==> src/rtl/spc_pkg.sv <==
package spc_pkg;

  typedef enum logic [1:0] {
    ST_HUNT,
    ST_ARMED,
    ST_HOLD
  } spc_state_e;

  typedef enum logic [2:0] {
    OC_NONE,
    OC_START,
    OC_START_CRC,
    OC_OCCUPY,
    OC_BUS_RESET,
    OC_FRAME_ERR
  } spc_outcome_e;

  typedef struct packed {
    logic start;
    logic start_crc;
    logic occupy;
    logic bus_reset;
    logic frame_err;
  } spc_strobe_t;

  // Outcome decision at the rising edge of line A.
  function automatic spc_outcome_e classify(
    input int unsigned edges,
    input logic        b_high,
    input int unsigned n_start,
    input int unsigned n_crc,
    input int unsigned n_occ,
    input int unsigned n_rst
  );
    if (!b_high)             return OC_FRAME_ERR;
    if (edges == n_start)    return OC_START;
    if (edges == n_crc)      return OC_START_CRC;
    if (edges == n_occ)      return OC_OCCUPY;
    if (edges >= n_rst)      return OC_BUS_RESET;
    return OC_FRAME_ERR;
  endfunction

  function automatic logic has_payload(input spc_outcome_e oc);
    return (oc == OC_START) || (oc == OC_START_CRC);
  endfunction

  function automatic spc_strobe_t to_strobe(input spc_outcome_e oc);
    spc_strobe_t s;
    s = '0;
    case (oc)
      OC_START:     s.start     = 1'b1;
      OC_START_CRC: s.start_crc = 1'b1;
      OC_OCCUPY:    s.occupy    = 1'b1;
      OC_BUS_RESET: s.bus_reset = 1'b1;
      OC_FRAME_ERR: s.frame_err = 1'b1;
      default:      s           = '0;
    endcase
    return s;
  endfunction

endpackage

==> src/rtl/spc_sync.sv <==
module spc_sync #(
  parameter int unsigned          WIDTH   = 2,
  parameter int unsigned          STAGES  = 2,
  parameter logic [WIDTH-1:0]     RST_VAL = '1
) (
  input  logic             clk_i,
  input  logic             rst_ni,
  input  logic [WIDTH-1:0] d_i,
  output logic [WIDTH-1:0] q_o
);

  generate
    if (STAGES <= 1) begin : g_single
      logic [WIDTH-1:0] stage_q;
      always_ff @(posedge clk_i or negedge rst_ni) begin
        if (!rst_ni) stage_q <= RST_VAL;
        else         stage_q <= d_i;
      end
      assign q_o = stage_q;
    end else begin : g_chain
      logic [STAGES-1:0][WIDTH-1:0] chain_q;
      always_ff @(posedge clk_i or negedge rst_ni) begin
        if (!rst_ni) chain_q <= {STAGES{RST_VAL}};
        else         chain_q <= {chain_q[STAGES-2:0], d_i};
      end
      assign q_o = chain_q[STAGES-1];
    end
  endgenerate

endmodule

==> src/rtl/spc_edge_det.sv <==
module spc_edge_det #(
  parameter int unsigned      WIDTH   = 2,
  parameter logic [WIDTH-1:0] RST_VAL = '1
) (
  input  logic             clk_i,
  input  logic             rst_ni,
  input  logic [WIDTH-1:0] lvl_i,
  output logic [WIDTH-1:0] rise_o,
  output logic [WIDTH-1:0] fall_o
);

  logic [WIDTH-1:0] prev_q;

  always_ff @(posedge clk_i or negedge rst_ni) begin
    if (!rst_ni) prev_q <= RST_VAL;
    else         prev_q <= lvl_i;
  end

  for (genvar i = 0; i < WIDTH; i++) begin : g_bit
    assign rise_o[i] = ~prev_q[i] &  lvl_i[i];
    assign fall_o[i] =  prev_q[i] & ~lvl_i[i];
  end

endmodule

==> src/rtl/spc_classifier.sv <==
module spc_classifier
  import spc_pkg::*;
#(
  parameter int unsigned CNT_W   = 4,
  parameter int unsigned N_START = 4,
  parameter int unsigned N_CRC   = 6,
  parameter int unsigned N_OCC   = 8,
  parameter int unsigned N_RST   = 14
) (
  input  logic             clk_i,
  input  logic             rst_ni,
  input  logic             a_lvl_i,
  input  logic             b_lvl_i,
  input  logic             a_rise_i,
  input  logic             b_fall_i,
  input  logic             release_i,
  output spc_strobe_t      strobe_o,
  output logic             data_follows_o,
  output logic             armed_o,
  output logic [CNT_W-1:0] count_o
);

  localparam logic [CNT_W-1:0] CNT_MAX = '1;

  function automatic logic [CNT_W-1:0] sat_inc(input logic [CNT_W-1:0] v);
    return (v == CNT_MAX) ? v : v + 1'b1;
  endfunction

  spc_state_e       state_q, state_d;
  logic [CNT_W-1:0] count_q, count_d;
  spc_outcome_e     outcome;
  spc_strobe_t      strobe_q;

  always_comb begin
    state_d = state_q;
    count_d = count_q;
    outcome = OC_NONE;
    case (state_q)
      ST_HUNT: begin
        if (!a_lvl_i && b_lvl_i) begin
          state_d = ST_ARMED;
          count_d = '0;
        end
      end
      ST_ARMED: begin
        if (a_rise_i) begin
          outcome = classify(int'(count_q), b_lvl_i, N_START, N_CRC, N_OCC, N_RST);
          state_d = has_payload(outcome) ? ST_HOLD : ST_HUNT;
        end else if (b_fall_i) begin
          count_d = sat_inc(count_q);
        end
      end
      ST_HOLD: begin
        if (release_i) state_d = ST_HUNT;
      end
      default: state_d = ST_HUNT;
    endcase
  end

  always_ff @(posedge clk_i or negedge rst_ni) begin
    if (!rst_ni) begin
      state_q  <= ST_HUNT;
      count_q  <= '0;
      strobe_q <= '0;
    end else begin
      state_q  <= state_d;
      count_q  <= count_d;
      strobe_q <= to_strobe(outcome);
    end
  end

  assign strobe_o       = strobe_q;
  assign data_follows_o = (state_q == ST_HOLD);
  assign armed_o        = (state_q == ST_ARMED);
  assign count_o        = count_q;

endmodule

==> src/rtl/start_pattern_classifier.sv <==
module start_pattern_classifier
  import spc_pkg::*;
#(
  parameter int unsigned SYNC_STAGES = 2,
  parameter int unsigned CNT_W       = 4,
  parameter int unsigned N_START     = 4,
  parameter int unsigned N_CRC       = 6,
  parameter int unsigned N_OCC       = 8,
  parameter int unsigned N_RST       = 14
) (
  input  logic clk_i,
  input  logic rst_ni,
  input  logic line_a_i,
  input  logic line_b_i,
  input  logic rx_release_i,
  output logic start_o,
  output logic start_crc_o,
  output logic occupancy_o,
  output logic bus_reset_o,
  output logic frame_err_o,
  output logic data_follows_o
);

  localparam int unsigned LINES = 2;
  localparam int unsigned IDX_A = 1;
  localparam int unsigned IDX_B = 0;

  logic [LINES-1:0] lines_sync;
  logic [LINES-1:0] lines_rise;
  logic [LINES-1:0] lines_fall;
  logic             a_lvl, b_lvl, a_rise, b_fall;
  logic             armed;
  logic [CNT_W-1:0] pat_count;
  spc_strobe_t      strobe;

  spc_sync #(
    .WIDTH  (LINES),
    .STAGES (SYNC_STAGES),
    .RST_VAL('1)
  ) i_sync (
    .clk_i (clk_i),
    .rst_ni(rst_ni),
    .d_i   ({line_a_i, line_b_i}),
    .q_o   (lines_sync)
  );

  spc_edge_det #(
    .WIDTH  (LINES),
    .RST_VAL('1)
  ) i_edges (
    .clk_i (clk_i),
    .rst_ni(rst_ni),
    .lvl_i (lines_sync),
    .rise_o(lines_rise),
    .fall_o(lines_fall)
  );

  assign a_lvl  = lines_sync[IDX_A];
  assign b_lvl  = lines_sync[IDX_B];
  assign a_rise = lines_rise[IDX_A];
  assign b_fall = lines_fall[IDX_B];

  spc_classifier #(
    .CNT_W  (CNT_W),
    .N_START(N_START),
    .N_CRC  (N_CRC),
    .N_OCC  (N_OCC),
    .N_RST  (N_RST)
  ) i_classifier (
    .clk_i         (clk_i),
    .rst_ni        (rst_ni),
    .a_lvl_i       (a_lvl),
    .b_lvl_i       (b_lvl),
    .a_rise_i      (a_rise),
    .b_fall_i      (b_fall),
    .release_i     (rx_release_i),
    .strobe_o      (strobe),
    .data_follows_o(data_follows_o),
    .armed_o       (armed),
    .count_o       (pat_count)
  );

  assign start_o     = strobe.start;
  assign start_crc_o = strobe.start_crc;
  assign occupancy_o = strobe.occupy;
  assign bus_reset_o = strobe.bus_reset;
  assign frame_err_o = strobe.frame_err;

endmodule

==> config.mk <==
export PLATFORM = sky130hd
export DESIGN_NAME = start_pattern_classifier
export DESIGN_NICKNAME = d
export VERILOG_FILES = /design/src/rtl/spc_pkg.sv /design/src/rtl/spc_sync.sv /design/src/rtl/spc_edge_det.sv /design/src/rtl/spc_classifier.sv /design/src/rtl/start_pattern_classifier.sv
export SDC_FILE = /design/constraint.sdc
export NUM_CORES = 1
export LEC_CHECK = 0
export ABC_CLOCK_PERIOD_IN_PS = 3170
export BUFFER_PORTS_ARGS = -buffer_cell sky130_fd_sc_hd__buf_2
export CAP_MARGIN = 20
export CORE_MARGIN = 2
export CORE_UTILIZATION = 50
export DETAILED_ROUTE_END_ITERATION = 8
export PLACE_DENSITY = 0.82
export SKIP_LAST_GASP = 1
export SLEW_MARGIN = 20
export SYNTH_ARGS = -nofsm -noshare
export SYNTH_HDL_FRONTEND = slang
export SYNTH_SLANG_ARGS = --single-unit
==> constraint.sdc <==
create_clock -name clk_i -period 3.17 [get_ports clk_i]
set_input_delay 0.634 -clock clk_i [delete_from_list [all_inputs] [get_ports clk_i]]
set_output_delay 0.634 -clock clk_i [all_outputs]
set_load 0.05 [all_outputs]
==> results_tabular.tex, run 1 <==
\begin{tabular}{lr}
\hline
Metric & Value \\
\hline
\multicolumn{2}{l}{\textbf{Global routing}} \\
Total routing usage reported by global routing & 16.4\% \\
Pin count of the biggest net entering global routing & 18 \\
Remaining global-route overflow & 0 \\
Number of antenna violations at the first check in global routing & 0 \\
Vias in the first global route & 501 \\
Wire length of the first global-routing pass & 2190 microns \\
\multicolumn{2}{l}{\textbf{Setup path}} \\
Worst path max stage delay & 450 ps \\
Largest driver fanout on the critical path & 5 \\
Register-to-register path setup slack & 1650 ps \\
Worst setup path start & i\_classifier.state\_q[0] \\
Ordered list of cells on the worst path & and2b\_1 -> buf\_2 \\
Crit path capture type & primary output \\
End of the worst register-to-register path & i\_classifier.count\_o[0] \\
Gate family responsible for the most delay along the worst path & flip-flops \\
Cell at the slowest stage of the critical path & sky130\_fd\_sc\_hd\_\_dfrtp\_1 \\
Required @ worst endpoint & 2540 ps \\
Depth of the most critical reg-to-reg path & 4 \\
Reg-to-Reg Start & i\_sync.q\_o[0] \\
WP data arrival & 1230 ps \\
Setup crit start kind & flip-flop \\
Critical path type & reg2out \\
Buffers plus inverters on the worst setup path & 1 \\
\multicolumn{2}{l}{\textbf{Die}} \\
Chip width & 43.4 microns \\
Initial core utilization & 52.6\% \\
Placeable core area & 0.00147 sq mm \\
Die boundary height & 43.4 microns \\
FP Rows & 14 \\
IO Count & 11 \\
Area of the die & 0.00188 sq mm \\
\multicolumn{2}{l}{\textbf{Placement}} \\
Placed wire-length estimate after detailed placement & 909 microns \\
Placed insts & 93 \\
Post-place instance area & 845 sq um \\
Post-placement worst setup slack & 1620 ps \\
\# port buffers & 10 \\
Placer's final routability congestion estimate & 0.796 \\
\multicolumn{2}{l}{\textbf{Route}} \\
DR vias/cell & 5.35 \\
Residual DRC & 0 \\
First-pass DRT Iterations & 2 \\
Number of nets with antenna violations after detailed routing & 0 \\
Detailed-route wire length per cell & 12.2 microns \\
Initial DRC count & 3 \\
Vias after detailed routing & 519 \\
Sum of routed wire length over all layers & 1190 microns \\
\multicolumn{2}{l}{\textbf{Cells and area}} \\
Ratio of cells with drive above 1 in the final layout & 33.3\% \\
Area grow syn2layout & 12.6\% \\
Fill cell instance count of the final layout & 133 \\
Final cell count without fillers & 97 \\
Layout Cell Area excl Fill & 872 sq um \\
Area taken by flip-flops and latches & 433 sq um \\
Net count reported at finish & 90 \\
Area of combinational cells with multiple inputs & 312 sq um \\
Antenna diode count & 0 \\
Final standard cell utilization of the core & 59.3\% \\
\multicolumn{2}{l}{\textbf{Yosys}} \\
Sequential element share of the synthesized area & 55.9\% \\
Number of different library cells in the post-synthesis netlist & 28 \\
Post-synthesis cell area & 774 sq um \\
\#FFs+latches synth & 17 \\
Syn nets & 75 \\
Yosys Warn Count & 0 \\
Synth Instances & 67 \\
Mapped Avg Cell Area & 11.6 sq um \\
\multicolumn{2}{l}{\textbf{Clock network}} \\
Clock-pin transition on the worst setup and hold timing paths & 100 ps \\
Number of H-tree levels & 1 \\
Hold buffers post-CTS & 0 \\
Clock tree from TritonCTS & yes \\
Worst-Skew Late Latency & 290 ps \\
Post-CTS Setup Repair Bufs & 0 \\
Number of buffers inserted during clock tree synthesis & 3 \\
Buffer type at the clock tree root & sky130\_fd\_sc\_hd\_\_clkbuf\_4 \\
CTS Buffer Depth & 2 \\
Post-CTS Resized & 0 \\
Sink Count & 17 \\
\multicolumn{2}{l}{\textbf{Hold path}} \\
Kind of path behind the tightest hold check & in2async \\
\multicolumn{2}{l}{\textbf{STA}} \\
Worst hold margin & 232 ps \\
Max Clock Skew & 6.56 ps \\
Number of endpoints failing setup at the final stage & 0 \\
RSZ-0062 raised after global routing & false \\
Relative max-transition margin & 76.6\% \\
Final period util & 58.8\% \\
Setup TNS & 0 ps \\
Final count of pins violating max slew & 0 \\
Maximum frequency from static timing analysis & 537 MHz \\
Number of hold violations in the final report & 0 \\
Setup ws final & 1310 ps \\
Slew at the pin with the worst max-slew slack & 351 ps \\
Time the worst path needs with I/O delays and setup & 1860 ps \\
\multicolumn{2}{l}{\textbf{Run status}} \\
Status & finished, final reports clean \\
\multicolumn{2}{l}{\textbf{Power and ir drop}} \\
Total chip power & 516 uW \\
Pwr per Cell Area & 592 mW/mm\^{}2 \\
Peak ir drop on the vdd network & 0.000314 V \\
Cell leakage power & 0.440 nW \\
\multicolumn{2}{l}{\textbf{Run}} \\
Number of max-cap violations & 0 \\
\hline
\end{tabular}
-- sequential cells by signal, indices dropped and copies added, names as in the netlist --
register and flops:
i_sync.q_o 2, i_classifier.state_q 2, i_classifier.strobe_o 5, i_sync.g_chain.chain_q 2
i_classifier.count_o 4, i_edges.prev_q 2
-- layer usage --
metal / up-vias / global-route usage [%] / routed length [microns]
met5: - / 0 / 0
li1: 257 / - / -
met3: 4 / 5.00 / 54
met1: 246 / 20.5 / 517
met2: 12 / 25.4 / 592
met4: 0 / 9.09 / 23
-- area by class of cell --
type                            instances  share of cell area, %
Clock buffer                            3                   2.58
Timing Repair Buffer                   10                   5.74
Inverter                                8                   3.44
Tap cell                               16                   2.30
Sequential cell                        17                   49.6
Multi-Input combinational cell         42                   35.7
Clock inverter                          1                  0.574
-- cells in the mapped netlist --
library cell	n	area [sq um]
sky130_fd_sc_hd__or3_1	1	6.26
sky130_fd_sc_hd__nand3b_1	1	7.51
sky130_fd_sc_hd__and2_1	1	6.26
sky130_fd_sc_hd__inv_1	7	26.3
sky130_fd_sc_hd__and3_1	1	6.26
sky130_fd_sc_hd__nand2b_1	2	12.5
sky130_fd_sc_hd__a41o_1	1	10.0
sky130_fd_sc_hd__inv_2	1	3.75
sky130_fd_sc_hd__o2bb2ai_1	1	8.76
sky130_fd_sc_hd__and2b_2	1	8.76
sky130_fd_sc_hd__mux2i_1	2	20.0
sky130_fd_sc_hd__dfstp_2	6	158
sky130_fd_sc_hd__nor2_1	3	11.3
sky130_fd_sc_hd__dfrtp_1	11	275
sky130_fd_sc_hd__nor2b_1	1	6.26
sky130_fd_sc_hd__nand2b_4	1	13.8
sky130_fd_sc_hd__ha_1	3	37.5
sky130_fd_sc_hd__a31oi_1	2	12.5
sky130_fd_sc_hd__nand2_1	4	15.0
sky130_fd_sc_hd__o21ai_0	3	15.0
sky130_fd_sc_hd__nand4_1	2	12.5
sky130_fd_sc_hd__a31o_2	1	8.76
sky130_fd_sc_hd__a21oi_1	5	25.0
sky130_fd_sc_hd__nor3_1	1	5.00
sky130_fd_sc_hd__o32ai_4	1	27.5
sky130_fd_sc_hd__a21o_2	1	8.76
sky130_fd_sc_hd__and2b_1	2	15.0
sky130_fd_sc_hd__and3_4	1	11.3
-- cells by family after synthesis --
logic type,count (synthesis),synth area share [%]
flops,17,55.9
simple gates,22,17.8
fa+ha+maj,3,4.85
compound gates,15,15.0
mux,2,2.58
buf+inv,8,3.88
-- layout by cell type (no fill, tap or decap), types with 3 or more instances in the layout --
master / count
sky130_fd_sc_hd__ha_1: 3
sky130_fd_sc_hd__inv_1: 7
sky130_fd_sc_hd__a21oi_1: 5
sky130_fd_sc_hd__buf_2: 10
sky130_fd_sc_hd__dfstp_2: 6
sky130_fd_sc_hd__nand2_1: 4
sky130_fd_sc_hd__dfrtp_1: 11
sky130_fd_sc_hd__nor2_1: 3
sky130_fd_sc_hd__o21ai_0: 3
sky130_fd_sc_hd__clkbuf_4: 3
-- worst register-to-register path: stages, from the launching register on --
cell and delay [ps]:
sky130_fd_sc_hd__dfstp_2 580, sky130_fd_sc_hd__inv_2 70, sky130_fd_sc_hd__o32ai_4 370, sky130_fd_sc_hd__and3_4 270, sky130_fd_sc_hd__mux2i_1 170
-- power breakdown --
group	internal (mW)	switching, mW	leakage [nW]
Sequential	0.243	0.0262	0.211
Clock	0.0470	0.0660	0.0177
Combinational	0.0550	0.0787	0.212
Total	0.345	0.171	0.440
-- worst max-delay path by stage --
stage                          end  slack (ps)  depth (start not counted)
finish              data_follows_o        1310                          2
global route        data_follows_o        1230                          2
CTS                 data_follows_o        1290                          2
detailed placement  data_follows_o        1620                          2
global placement    data_follows_o        1640                          2
floorplan           data_follows_o        1620                          1
Power figures use the tool's default switching activity.
==> run 2: changes to the inputs <==
- ABC_CLOCK_PERIOD_IN_PS: 3170 -> 1510
- CORE_UTILIZATION: 50 -> 48
- clock period: 3.17 -> 1.51 ns (I/O delays scaled with it)
==> results_tabular.tex, run 2 (synthesis results as in run 1) <==
\begin{tabular}{lr}
\hline
Metric & Value \\
\hline
\multicolumn{2}{l}{\textbf{Global routing}} \\
Number of antenna violations at the first check in global routing & 0 (unchanged) \\
Remaining global-route overflow & 0 (unchanged) \\
Wire length of the first global-routing pass & 2160 microns (was 2190 microns) \\
Vias in the first global route & 513 (was 501) \\
Total routing usage reported by global routing & 15.6\% (was 16.4\%) \\
Pin count of the biggest net entering global routing & 18 (unchanged) \\
\multicolumn{2}{l}{\textbf{Power and ir drop}} \\
Sequential share of power & 49.8\% (was 52.2\%) \\
Pwr per Cell Area & 1210 mW/mm\^{}2 (was 592 mW/mm\^{}2) \\
Total chip power & 1.11 mW (was 516 uW) \\
Peak ir drop on the vdd network & 0.000709 V (was 0.000314 V) \\
Net switching share of the total power & 32.7\% (was 33.1\%) \\
Internal power consumption & 747 uW (was 345 uW) \\
Cell leakage power & 0.458 nW (was 0.440 nW) \\
Proportion of power drawn by combinational gates & 29.3\% (was 25.9\%) \\
NetSw & 363 uW (was 171 uW) \\
Portion of total power attributed to the clock network & 20.9\% (was 21.9\%) \\
\multicolumn{2}{l}{\textbf{STA}} \\
Maximum frequency from static timing analysis & 687 MHz \\
Final count of pins violating max slew & 0 (unchanged) \\
Slew at the pin with the worst max-slew slack & 363 ps (was 351 ps) \\
Setup TNS & 0 ps (unchanged) \\
RSZ-0062 raised after global routing & true (was false) \\
Number of hold violations in the final report & 0 (unchanged) \\
Time the worst path needs with I/O delays and setup & 1460 ps \\
Setup ws final & 54.9 ps (was 1310 ps) \\
Final period util & 96.4\% \\
Relative max-transition margin & 75.8\% (was 76.6\%) \\
Max Clock Skew & 4.74 ps (was 6.56 ps) \\
Number of endpoints failing setup at the final stage & 0 (unchanged) \\
\multicolumn{2}{l}{\textbf{Setup path}} \\
Setup crit start kind & flip-flop (unchanged) \\
Worst path max stage delay & 460 ps (was 450 ps) \\
Crit path capture type & primary output (unchanged) \\
End of the worst register-to-register path & i\_classifier.count\_o[0] (unchanged) \\
Reg-to-Reg Start & i\_edges.prev\_q[1] (was i\_sync.q\_o[0]) \\
WP data arrival & 1150 ps (was 1230 ps) \\
Critical path type & reg2out (unchanged) \\
Ordered list of cells on the worst path & and2b\_1 -> buf\_6 (was and2b\_1 -> buf\_2) \\
Cell at the slowest stage of the critical path & sky130\_fd\_sc\_hd\_\_dfrtp\_2 (was sky130\_fd\_sc\_hd\_\_dfrtp\_1) \\
Required @ worst endpoint & 1210 ps (was 2540 ps) \\
Largest driver fanout on the critical path & 5 (unchanged) \\
Register-to-register path setup slack & 100 ps (was 1650 ps) \\
Depth of the most critical reg-to-reg path & 4 (unchanged) \\
\multicolumn{2}{l}{\textbf{Run}} \\
Number of max-cap violations & 0 (unchanged) \\
\multicolumn{2}{l}{\textbf{Cells and area}} \\
Fill cell instance count of the final layout & 134 (was 133) \\
Antenna diode count & 0 (unchanged) \\
Ratio of cells with drive above 1 in the final layout & 38.8\% (was 33.3\%) \\
Most used cells in the layout excluding fill and tap cells & sky130\_fd\_sc\_hd\_\_dfrtp\_1, sky130\_fd\_sc\_hd\_\_buf\_2, sky130\_fd\_sc\_hd\_\_inv\_1 (unchanged) \\
Net count reported at finish & 94 (was 90) \\
Area grow syn2layout & 18.6\% (was 12.6\%) \\
Max FFs per register & 5 (unchanged) \\
Most common library cell in the layout ignoring fill and taps & sky130\_fd\_sc\_hd\_\_dfrtp\_1 (unchanged) \\
\multicolumn{2}{l}{\textbf{Die}} \\
Initial core utilization & 51.4\% (was 52.6\%) \\
FP Rows & 14 (unchanged) \\
Area of the die & 0.00195 sq mm (was 0.00188 sq mm) \\
Die boundary height & 44.2 microns (was 43.4 microns) \\
Placeable core area & 0.00151 sq mm (was 0.00147 sq mm) \\
Chip width & 44.2 microns (was 43.4 microns) \\
IO Count & 11 (unchanged) \\
\multicolumn{2}{l}{\textbf{Route}} \\
Vias after detailed routing & 532 (was 519) \\
Initial DRC count & 7 (was 3) \\
Sum of routed wire length over all layers & 1340 microns (was 1190 microns) \\
DR vias/cell & 5.27 (was 5.35) \\
Residual DRC & 0 (unchanged) \\
Detailed-route wire length per cell & 13.2 microns (was 12.2 microns) \\
First-pass DRT Iterations & 2 (unchanged) \\
Number of nets with antenna violations after detailed routing & 0 (unchanged) \\
\multicolumn{2}{l}{\textbf{Clock network}} \\
Clock-pin transition on the worst setup and hold timing paths & 90 ps (was 100 ps) \\
Sink Count & 17 (unchanged) \\
Buffer type at the clock tree root & sky130\_fd\_sc\_hd\_\_clkbuf\_4 (unchanged) \\
Post-CTS Setup Repair Bufs & 0 (unchanged) \\
Number of buffers inserted during clock tree synthesis & 3 (unchanged) \\
Number of H-tree levels & 1 (unchanged) \\
Worst-Skew Late Latency & 290 ps (about the same) \\
CTS Buffer Depth & 2 (unchanged) \\
Clock tree from TritonCTS & yes (unchanged) \\
\multicolumn{2}{l}{\textbf{Hold path}} \\
Hold path startpoint & line\_b\_i \\
Kind of path behind the tightest hold check & in2reg (was in2async) \\
Hold Crit Depth & 1 \\
Hold Crit Endpoint & i\_sync.g\_chain.chain\_q[0] \\
\multicolumn{2}{l}{\textbf{Run status}} \\
Status & finished, final reports clean (unchanged) \\
\multicolumn{2}{l}{\textbf{Placement}} \\
\# port buffers & 10 (unchanged) \\
Post-placement worst setup slack & 89.8 ps (was 1620 ps) \\
Placed wire-length estimate after detailed placement & 977 microns (was 909 microns) \\
Placer's final routability congestion estimate & 0.756 (was 0.796) \\
\hline
\end{tabular}
-- run 2: cell types whose count changed in the layout (fill, tap and decap cells not counted), sizes merged --
| cell | previous run | this run |
|---|---|---|
| buf | 10 | 13 |
| dlygate4sd3 | 0 | 1 |
-- run 2: layer usage --
metal  part of all wire [%]  track usage [%]  up-vias
met1                     47             18.3      254
met2                     47             25.9       12
met3                    5.1             6.12        2
li1                       -                -      264
met4                    1.0             5.45        0
met5                      0                0        -
-- run 2: area by class of cell --
class                   instances  area, sq um  share of cell area [%]
clock buffers                   3         22.5                    2.45
clock inverters                 1         5.00                   0.545
inverters                       8         30.0                    3.27
multi-input cells              42          318                    34.6
flip-flops and latches         17          434                    47.3
well taps                      16         20.0                    2.18
repair buffers                 14         88.8                    9.67
-- run 2: worst max path at each step --
stage	startpoint	end	slack, ps	cells after the start
2_1_floorplan	i_sync.q_o[0]	i_classifier.count_o[0]	110	4
3_3_place_gp	i_sync.q_o[1]	i_classifier.state_q[1]	110	4
3_5_place_dp	i_sync.q_o[1]	i_classifier.state_q[1]	90	4
4_1_cts	i_classifier.state_q[0]	data_follows_o	10	2
5_1_grt	i_classifier.count_o[0]	i_classifier.strobe_o[3]	-4	6
6_report	i_classifier.state_q[0]	data_follows_o	50	2
-- run 2: critical path, delay by kind of cell, from the launching register on --
kind                   cells  cell delay [ps]
flip-flops                 1              460
AND/OR/NAND/NOR            1              240
buffers and inverters      1              170
-- run 2: stage by stage --
stage	util, %	hold WS (ps)	area [sq um]	cells
final	61.0	101	918	101
after global routing	61.0	81.8	918	101
after CTS	60.2	88.8	907	101
after detailed placement	57.6	235	867	96
after global placement	57.6	230	867	96
after floorplan	-	6.41	774	67
-- run 2: timing repair --
item / CTS / global route
setup endpoints to repair: 1 / 3
pin swaps: 0 / 1
gates resized for setup: 1 / 5
hold endpoints to repair: 11 / 0
hold buffers: 1 / 0
-- run 2: power groups by stage --
| stage | Combinational (mW) | Sequential, mW | Clock (mW) |
|---|---|---|---|
| final | 0.325 | 0.552 | 0.232 |
| after global placement | 0.311 | 0.557 | 0 |
| after CTS | 0.322 | 0.551 | 0.244 |
| after floorplan | 0.216 | 0.569 | 0 |
| after detailed placement | 0.318 | 0.560 | 0 |
| after global routing | 0.367 | 0.560 | 0.253 |
==> run 3: changes to the inputs <==
- RECOVER_POWER: not set -> 100
==> results_tabular.tex, run 3 (synthesis results as in run 1) <==
\begin{tabular}{lr}
\hline
Metric & Value \\
\hline
\multicolumn{2}{l}{\textbf{STA}} \\
Final count of pins violating max slew & 0 (unchanged) \\
RSZ-0062 raised after global routing & true (unchanged) \\
Time the worst path needs with I/O delays and setup & 1450 ps (was 1460 ps) \\
Worst hold margin & 101 ps (about the same) \\
Setup ws final & 56.0 ps (was 54.9 ps) \\
Max Clock Skew & 4.58 ps (was 4.74 ps) \\
Final period util & 96.3\% (was 96.4\%) \\
Relative max-transition margin & 41.9\% (was 75.8\%) \\
Number of hold violations in the final report & 0 (unchanged) \\
Slew at the pin with the worst max-slew slack & 872 ps (was 363 ps) \\
Number of endpoints failing setup at the final stage & 0 (unchanged) \\
Maximum frequency from static timing analysis & 688 MHz (was 687 MHz) \\
\multicolumn{2}{l}{\textbf{Power and ir drop}} \\
Proportion of power drawn by combinational gates & 28.9\% (was 29.3\%) \\
Sequential share of power & 50.0\% (was 49.8\%) \\
Peak ir drop on the vdd network & 0.000710 V (was 0.000709 V) \\
NetSw & 363 uW (about the same) \\
Cell leakage power & 0.439 nW (was 0.458 nW) \\
Net switching share of the total power & 32.9\% (was 32.7\%) \\
Internal power consumption & 740 uW (was 747 uW) \\
Pwr per Cell Area & 1210 mW/mm\^{}2 (about the same) \\
Portion of total power attributed to the clock network & 21.1\% (was 20.9\%) \\
\multicolumn{2}{l}{\textbf{Hold path}} \\
Kind of path behind the tightest hold check & in2reg (unchanged) \\
\multicolumn{2}{l}{\textbf{Cells and area}} \\
Final standard cell utilization of the core & 60.5\% (was 61.0\%) \\
Most common library cell in the layout ignoring fill and taps & sky130\_fd\_sc\_hd\_\_dfrtp\_1 (unchanged) \\
Antenna diode count & 0 (unchanged) \\
Most used cells in the layout excluding fill and tap cells & sky130\_fd\_sc\_hd\_\_dfrtp\_1, sky130\_fd\_sc\_hd\_\_inv\_1, sky130\_fd\_sc\_hd\_\_dfstp\_2 (was sky130\_fd\_sc\_hd\_\_dfrtp\_1, sky130\_fd\_sc\_hd\_\_buf\_2, sky130\_fd\_sc\_hd\_\_inv\_1) \\
Ratio of cells with drive above 1 in the final layout & 34.1\% (was 38.8\%) \\
Layout Cell Area excl Fill & 911 sq um (was 918 sq um) \\
Max FFs per register & 5 (unchanged) \\
Net count reported at finish & 94 (unchanged) \\
Area grow syn2layout & 17.6\% (was 18.6\%) \\
\multicolumn{2}{l}{\textbf{Route}} \\
DR vias/cell & 5.26 (was 5.27) \\
Vias after detailed routing & 531 (was 532) \\
Residual DRC & 0 (unchanged) \\
Initial DRC count & 7 (unchanged) \\
Number of nets with antenna violations after detailed routing & 0 (unchanged) \\
Detailed-route wire length per cell & 13.2 microns (about the same) \\
Sum of routed wire length over all layers & 1330 microns (was 1340 microns) \\
First-pass DRT Iterations & 4 (was 2) \\
\multicolumn{2}{l}{\textbf{Global routing}} \\
Number of antenna violations at the first check in global routing & 0 (unchanged) \\
Total routing usage reported by global routing & 15.6\% (unchanged) \\
Remaining global-route overflow & 0 (unchanged) \\
Wire length of the first global-routing pass & 2160 microns (unchanged) \\
Vias in the first global route & 513 (unchanged) \\
Pin count of the biggest net entering global routing & 18 (unchanged) \\
\multicolumn{2}{l}{\textbf{Setup path}} \\
Ordered list of cells on the worst path & and2b\_1 -> buf\_6 (unchanged) \\
Critical path type & reg2out (unchanged) \\
Required @ worst endpoint & 1210 ps (about the same) \\
Crit path capture type & primary output (unchanged) \\
Setup crit start kind & flip-flop (unchanged) \\
WP data arrival & 1150 ps (about the same) \\
Cell at the slowest stage of the critical path & sky130\_fd\_sc\_hd\_\_dfrtp\_2 (unchanged) \\
Largest driver fanout on the critical path & 5 (unchanged) \\
Worst path max stage delay & 450 ps (was 460 ps) \\
\multicolumn{2}{l}{\textbf{Die}} \\
IO Count & 11 (unchanged) \\
Placeable core area & 0.00151 sq mm (unchanged) \\
Die boundary height & 44.2 microns (unchanged) \\
Area of the die & 0.00195 sq mm (unchanged) \\
Chip width & 44.2 microns (unchanged) \\
FP Rows & 14 (unchanged) \\
Initial core utilization & 51.4\% (unchanged) \\
\multicolumn{2}{l}{\textbf{Clock network}} \\
Worst-Skew Late Latency & 290 ps (about the same) \\
Sink Count & 17 (unchanged) \\
Number of H-tree levels & 1 (unchanged) \\
Clock tree from TritonCTS & yes (unchanged) \\
Clock-pin transition on the worst setup and hold timing paths & 90 ps (about the same) \\
Buffer type at the clock tree root & sky130\_fd\_sc\_hd\_\_clkbuf\_4 (unchanged) \\
CTS Buffer Depth & 2 (unchanged) \\
Number of buffers inserted during clock tree synthesis & 3 (unchanged) \\
\multicolumn{2}{l}{\textbf{Placement}} \\
Placer's final routability congestion estimate & 0.756 (unchanged) \\
Placed wire-length estimate after detailed placement & 977 microns (unchanged) \\
Post-place instance area & 867 sq um (unchanged) \\
\# port buffers & 10 (unchanged) \\
Post-placement worst setup slack & 89.8 ps (unchanged) \\
\multicolumn{2}{l}{\textbf{Run}} \\
Number of max-cap violations & 0 (unchanged) \\
\multicolumn{2}{l}{\textbf{Run status}} \\
Status & finished, final reports clean (unchanged) \\
\hline
\end{tabular}
[run 3: what timing repair did]
action,4_1_cts,5_1_grt
resized for setup,1,5
pin swaps,0,1
hold endpoints to repair,11,0
setup buffers,0,0
hold buffers,1,0
endpoints found under the setup margin,1,3
[run 3: worst max-delay path: cells and delay by family (launching register included)]
| family | cells | cell delay (ps) |
|---|---|---|
| simple gates | 1 | 240 |
| flops | 1 | 450 |
| buf+inv | 1 | 170 |
[run 3: final cells by class]
cell class / instances / area [sq um]
clock buffer: 3 / 22.5
clock inverter: 1 / 5.00
fill: 138 / 596
inverter: 8 / 30.0
multi-input combinational: 42 / 318
sequential: 17 / 434
tap: 16 / 20.0
timing repair buffer: 14 / 81.3
[run 3: metrics by stage]
step | instances | TNS (ps) | power (mW)
6_report | 101 | 0 | 1.10
5_1_grt | 101 | -4.10 | 1.17
4_1_cts | 101 | 0 | 1.12
3_5_place_dp | 96 | 0 | 0.878
3_3_place_gp | 96 | 0 | 0.868
2_1_floorplan | 67 | 0 | 0.785
[run 3: metal layers]
layer	vias to the layer above	global-route usage (%)	share of wire, %
met4	0	5.45	1.1
met2	12	25.9	47
li1	265	-	-
met3	2	6.12	4.6
met1	252	18.3	47
met5	-	0	0
[run 3: worst paths after layout]
kind | start | endpoint | slack, ps | cells after the start
setup / recovery | i_classifier.state_q[0] | data_follows_o | 60 | 2
hold / removal | line_b_i | i_sync.g_chain.chain_q[0] | 100 | 1
setup reg to reg | i_edges.prev_q[1] | i_classifier.count_o[0] | 100 | 4
hold reg to reg | i_sync.g_chain.chain_q[1] | i_sync.q_o[1] | 360 | 0
max in group asynchronous | rst_ni | i_classifier.state_q[0] | 260 | 2
min in group asynchronous | rst_ni | i_classifier.count_o[1] | 660 | 2
[run 3: power by group through the flow]
stage	registers (mW)	logic, mW	clock network [mW]
global route	0.560	0.360	0.253
CTS	0.551	0.322	0.244
detailed placement	0.560	0.318	0
global placement	0.557	0.311	0
floorplan	0.569	0.216	0
finish	0.551	0.319	0.233
